**config.mk**
```make
export PLATFORM = sky130hd
export DESIGN_NAME = pp_drive_gen
export DESIGN_NICKNAME = d
export VERILOG_FILES = /design/src/rtl/pp_pkg.sv /design/src/rtl/pp_sync.sv /design/src/rtl/pp_divider.sv /design/src/rtl/pp_blanker.sv /design/src/rtl/pp_drive_gen.sv
export SDC_FILE = /design/constraint.sdc
export NUM_CORES = 1
export LEC_CHECK = 0
export ABC_AREA = 1
export CAP_MARGIN = 20
export CORE_AREA = 10 10 47 49
export CTS_CLUSTER_SIZE = 14
export DETAILED_ROUTE_END_ITERATION = 10
export DIE_AREA = 0 0 57 59
export PLACE_DENSITY_LB_ADDON = 0.25
export SETUP_SLACK_MARGIN = 0.15
export SYNTH_ARGS = -nofsm -noshare
export SYNTH_HDL_FRONTEND = slang
export SYNTH_SLANG_ARGS = --single-unit
```
**constraint.sdc**
```tcl
create_clock -name clk -period 1 [get_ports clk]
set_clock_uncertainty 0.1 [all_clocks]
set_input_delay 0.2 -clock clk [delete_from_list [all_inputs] [get_ports clk]]
set_output_delay 0.2 -clock clk [all_outputs]
set_load 0.05 [all_outputs]
```
**src/rtl/pp_pkg.sv**
```systemverilog
package pp_pkg;
   typedef enum logic {HALF_A = 1'b0, HALF_B = 1'b1} half_e;
   localparam int unsigned PP_HALVES = 2;
endpackage

```
**src/rtl/pp_sync.sv**
```systemverilog
module pp_sync #(
   parameter int unsigned WIDTH  = 1,
   parameter int unsigned STAGES = 2
) (
   input  logic             clk,
   input  logic             rst_n,
   input  logic [WIDTH-1:0] d_async,
   output logic [WIDTH-1:0] q_sync
);
   if (STAGES < 2) begin : g_bad_stages
      $error("pp_sync: STAGES must be at least 2");
   end
   if (WIDTH < 1) begin : g_bad_width
      $error("pp_sync: WIDTH must be at least 1");
   end

   for (genvar b = 0; b < WIDTH; b++) begin : g_bit
      logic [STAGES-1:0] chain;
      always_ff @(posedge clk or negedge rst_n) begin
         if (!rst_n) chain <= '0;
         else        chain <= {chain[STAGES-2:0], d_async[b]};
      end
      assign q_sync[b] = chain[STAGES-1];
   end
endmodule

```
**src/rtl/pp_divider.sv**
```systemverilog
module pp_divider
   import pp_pkg::*;
#(
   parameter int unsigned DIV_MOD = 20
) (
   input  logic  clk,
   input  logic  rst_n,
   output half_e half,
   output logic  wrap,
   output logic  strobe
);
   localparam int unsigned CW = (DIV_MOD > 1) ? $clog2(DIV_MOD) : 1;
   localparam logic [CW-1:0] LAST = CW'(DIV_MOD - 1);

   if (DIV_MOD < 2) begin : g_bad_mod
      $error("pp_divider: DIV_MOD must be at least 2");
   end

   logic [CW-1:0] cnt;
   logic          at_last;

   assign at_last = (cnt == LAST);

   always_ff @(posedge clk or negedge rst_n) begin
      if (!rst_n) begin
         cnt  <= '0;
         half <= HALF_A;
      end else if (at_last) begin
         cnt  <= '0;
         half <= (half == HALF_A) ? HALF_B : HALF_A;
      end else begin
         cnt  <= cnt + 1'b1;
      end
   end

   assign wrap   = at_last && (half == HALF_B);
   assign strobe = (cnt == '0) && (half == HALF_B);

   AST_HALF_TOGGLE: assert property (@(posedge clk) disable iff (!rst_n)
      at_last |=> half != $past(half));
   AST_HALF_HOLD: assert property (@(posedge clk) disable iff (!rst_n)
      !at_last |=> $stable(half));
   AST_CNT_RANGE: assert property (@(posedge clk) disable iff (!rst_n)
      at_last |=> cnt == '0);
endmodule

```
**src/rtl/pp_blanker.sv**
```systemverilog
module pp_blanker (
   input  logic clk,
   input  logic rst_n,
   input  logic ocp_s,
   input  logic wrap,
   output logic blank_q
);
   always_ff @(posedge clk or negedge rst_n) begin
      if (!rst_n)      blank_q <= 1'b0;
      else if (ocp_s)  blank_q <= 1'b1;
      else if (wrap)   blank_q <= 1'b0;
   end

   AST_BLANK_SET: assert property (@(posedge clk) disable iff (!rst_n)
      ocp_s |=> blank_q);
   AST_BLANK_HOLD: assert property (@(posedge clk) disable iff (!rst_n)
      (blank_q && !wrap) |=> blank_q);
   AST_BLANK_FREE: assert property (@(posedge clk) disable iff (!rst_n)
      (wrap && !ocp_s) |=> !blank_q);
endmodule

```
**src/rtl/pp_drive_gen.sv**
```systemverilog
module pp_drive_gen
   import pp_pkg::*;
#(
   parameter int unsigned DIV_MOD     = 20,
   parameter int unsigned SYNC_STAGES = 2
) (
   input  logic clk,
   input  logic rst_n,
   input  logic enable_in,
   input  logic ocp_in,
   output logic gate_a,
   output logic gate_b,
   output logic ref_strobe,
   output logic phase_b
);
   localparam int unsigned N_CTRL = 2;

   logic [N_CTRL-1:0] ctrl_s;
   logic              en_s;
   logic              ocp_s;
   half_e             half;
   logic              wrap;
   logic              blank_q;
   logic              run;

   pp_sync #(.WIDTH(N_CTRL), .STAGES(SYNC_STAGES)) u_sync (
      .clk     (clk),
      .rst_n   (rst_n),
      .d_async ({ocp_in, enable_in}),
      .q_sync  (ctrl_s)
   );
   assign en_s  = ctrl_s[0];
   assign ocp_s = ctrl_s[1];

   pp_divider #(.DIV_MOD(DIV_MOD)) u_div (
      .clk    (clk),
      .rst_n  (rst_n),
      .half   (half),
      .wrap   (wrap),
      .strobe (ref_strobe)
   );

   pp_blanker u_blank (
      .clk     (clk),
      .rst_n   (rst_n),
      .ocp_s   (ocp_s),
      .wrap    (wrap),
      .blank_q (blank_q)
   );

   assign run     = en_s && !ocp_s && !blank_q;
   assign gate_a  = run && (half == HALF_A);
   assign gate_b  = run && (half == HALF_B);
   assign phase_b = (half == HALF_B);

   AST_NO_OVERLAP: assert property (@(posedge clk) disable iff (!rst_n)
      !(gate_a && gate_b));
   AST_EN_OFF: assert property (@(posedge clk) disable iff (!rst_n)
      !en_s |-> !gate_a && !gate_b);
   AST_OCP_OFF: assert property (@(posedge clk) disable iff (!rst_n)
      ocp_s |-> !gate_a && !gate_b);
   AST_STROBE_SINGLE: assert property (@(posedge clk) disable iff (!rst_n)
      ref_strobe |=> !ref_strobe);
   AST_STROBE_PHASE: assert property (@(posedge clk) disable iff (!rst_n)
      ref_strobe |-> phase_b && $rose(phase_b));
endmodule

```
==> flow_summary.yaml <==
finish:
  final_core_util: 0.601
  antenna_cells: 0
  fin_cells: 88
  multiInputGateArea_um2: 248
  nFillCells: 126
  fin_nets: 79
  drive_gt1_frac: 0.569
  regArea_um2: 277
  area_growth_pct: 80.4
synth:
  synthAdderAreaFrac: 0.0536
  synth_edf_count: 0
  synth_commonest_cells: "dfrtp_1 (11), nand2_1 (11), inv_1 (7), nor2_1 (6), nand3_1 (3)"
  synthCells: 49
  synth_xor_area_frac: 0.0188
  synth_cell_types: 14
  ys_warn_count: 0
  post-synth-top-area-fraction: 0.590
  synth_simple_gate_area_frac: 0.236
  yosys_register_bits: 11
  syn-num-nets: 55
  synth_top_family_by_area: "simple AND/OR/NAND/NOR gates"
  synth_area_leaders: "dfrtp_1 (59%), nand2_1 (8.8%), inv_1 (5.6%)"
  synth_ff_type: "dfrtp_1"
  avgSynthCellArea_um2: 9.52
  ys_seq_area_frac: 0.590
  synth-compound-area-share: 0.0295
  ys_async_sr_fraction: 1.00
  synth_mux_area_frac: 0
  syn_area_um2: 467
  synth_area_leader_cell: "dfrtp_1"
worst_setup_path:
  cp.required_ps: 700
  reg2reg_slack_ps: -370
  r2r_start: "u_div.cnt[0]$_DFF_PN0_"
  critPathKind: "flop to output port"
  crit_path_top_delay_cell: "dfrtp_1"
  cp-end-kind: "output port"
  reg2reg_depth: 8
  start_kind: "flop"
  critPathMaxFanout: 2
  cp_slowest_stage_delay_ps: 370
  crit_chain: "nand3b_1 -> nor2_4 -> buf_12"
  r2r_end: "u_div.half$_DFFE_PN0N_"
  cp_data_arrival_time_ps: 1200
drt:
  detail_route.vias_per_cell: 4.47
  drtIter0Drc: 0
  dr.pass1.iters: 1
  vias: 393
  drt-wirelength-per-cell_um: 11.2
  route.detailed.drc: 0
  wl_um: 986
  antenna_left: 0
timing:
  finalCritPeriodShare: 1.50
  rsz0062_at_grt: "yes"
  timing.hold.ws_ps: 137
  final_max_slew_viol_count: 0
  maxSlewHeadroom: 0.854
  fin_ws_ps: -497
  final.min_clock_period_ps: 1500
  hold_viol: 0
  fmax_mhz: 668
  worst_pin_slew_ps: 219
  finalSetupViolations: 10
placed_design:
  place_inst: 80
  globalplace.congestion: 0.764
  place_ws_ps: -222
  numPortBuffers: 7
  dpl.hpwl_um: 679
global_routing:
  grt_use_total: 0.0635
  grt_first_pass_wirelength_mm: 1.61
  gr-total-overflow: 0
  grt_max_degree: 12
  grt_pass1_vias: 415
  grt_antenna_before_repair: 0
power_and_ir_drop:
  power_leakage_uw: 0.000392
  p_per_area_nw_per_um2: 944
  finalPower_uw: 795
  ir_drop_v: 0.000709
floorplanning:
  std_cell_rows: 14
  core_region_area_um2: 1400
  die_area_um2: 3360
  die_y_um: 59
  pin_count: 8
  fp.dieW_um: 57
  start_util: 0.333
clocking:
  cts_buffer_depth: 2
  cts-root-buf: "clkbuf_4"
  insertion_delay_ps: 280
  htreeDepth: 1
  clk_pin_slew_ps: 70
  cts_tree: "built"
  cts_hold_buf: 0
  numCtsBuffers: 3
  cts.sink_count: 11
status:
  status: "complete, but fails checks"
  violations: "negative setup slack"
worst_hold_path:
  hold_class: "input pin to asynchronous set/reset pin"
run:
  cap_violations: 0
-- layout by cell type (no fill, tap or decap) --
master	n
dfrtp_2	1
ha_4	2
buf_6	6
xnor2_2	1
nand3_2	2
o21ai_1	1
inv_1	4
clkdlybuf4s50_1	3
nand3b_1	1
inv_4	1
clkbuf_4	3
buf_4	5
o21ai_2	1
nand2_2	3
clkbuf_1	1
nand2_4	3
inv_2	4
nand2_1	7
nor2_4	4
nor2_1	3
dfrtp_1	10
buf_12	5
nand3_1	1
-- cell type report --
| class | instances | area share |
|---|---|---|
| Timing Repair Buffer | 19 | 0.279 |
| Multi-Input combinational cell | 29 | 0.294 |
| Tap cell | 16 | 0.0238 |
| Inverter | 9 | 0.0431 |
| Sequential cell | 11 | 0.328 |
| Clock buffer | 4 | 0.0312 |
-- registers in the layout, summed over array words and instances, names as in the netlist --
name                flops
u_div.cnt               5
u_sync.g_bit.chain      4
u_blank.blank_q         1
u_div.half              1
-- critical path, delay by kind of cell, from the launching register on --
family | cells | cell delay (ps)
DFF | 1 | 370
buffers and inverters | 1 | 140
and+or+nand+nor | 2 | 420
-- metrics by stage --
stage | setup TNS [ps] | cell area [um^2]
6_report | -3770 | 842
5_1_grt | -4320 | 842
4_1_cts | -2980 | 800
3_5_place_dp | -1440 | 703
3_3_place_gp | -1380 | 703
2_1_floorplan | -948 | 500
-- how the worst max path moves through the flow --
stage | from | to | slack [ps] | depth (start not counted)
after floorplan | u_div.half$_DFFE_PN0N_ | ref_strobe | -290 | 2
after global placement | u_div.cnt[0]$_DFF_PN0_ | ref_strobe | -220 | 5
after detailed placement | u_div.cnt[1]$_DFF_PN0_ | ref_strobe | -220 | 5
after CTS | u_blank.blank_q$_DFFE_PN0P_ | gate_a | -500 | 3
after global routing | u_blank.blank_q$_DFFE_PN0P_ | gate_a | -570 | 3
final | u_blank.blank_q$_DFFE_PN0P_ | gate_b | -500 | 3
-- layer usage --
layer	vias up	GRT usage	wire (um)	part of all wire
li1	193	-	-	-
met5	-	0	0	0
met3	5	0.0258	56	0.057
met2	10	0.112	526	0.53
met4	0	0.0705	44	0.045
met1	185	0.0496	358	0.36
-- what timing repair did --
action                                  in CTS  in global routing
endpoints found under the setup margin      11                 11
resized for setup                           15                  6
pin swaps                                    6                  8
buffers inserted                             1                  3
-- logic make-up (layout without fill, tap and decap cells) --
logic type | Yosys count | after routing
buffers and inverters | 9 | 32
xor gates and xnor gates | 1 | 1
and+or+nand+nor | 24 | 24
AOI/OAI and AO/OA | 2 | 2
DFF | 11 | 11
adders and majority gates | 2 | 2
-- power by group --
group	internal [uW]	switching (uW)	leakage, uW	total, uW
Sequential	453	1.94	0.000128	455
Combinational	18.3	12.0	0.000249	30.4
Clock	155	155	0.0000150	310
Power figures use the tool's default switching activity.
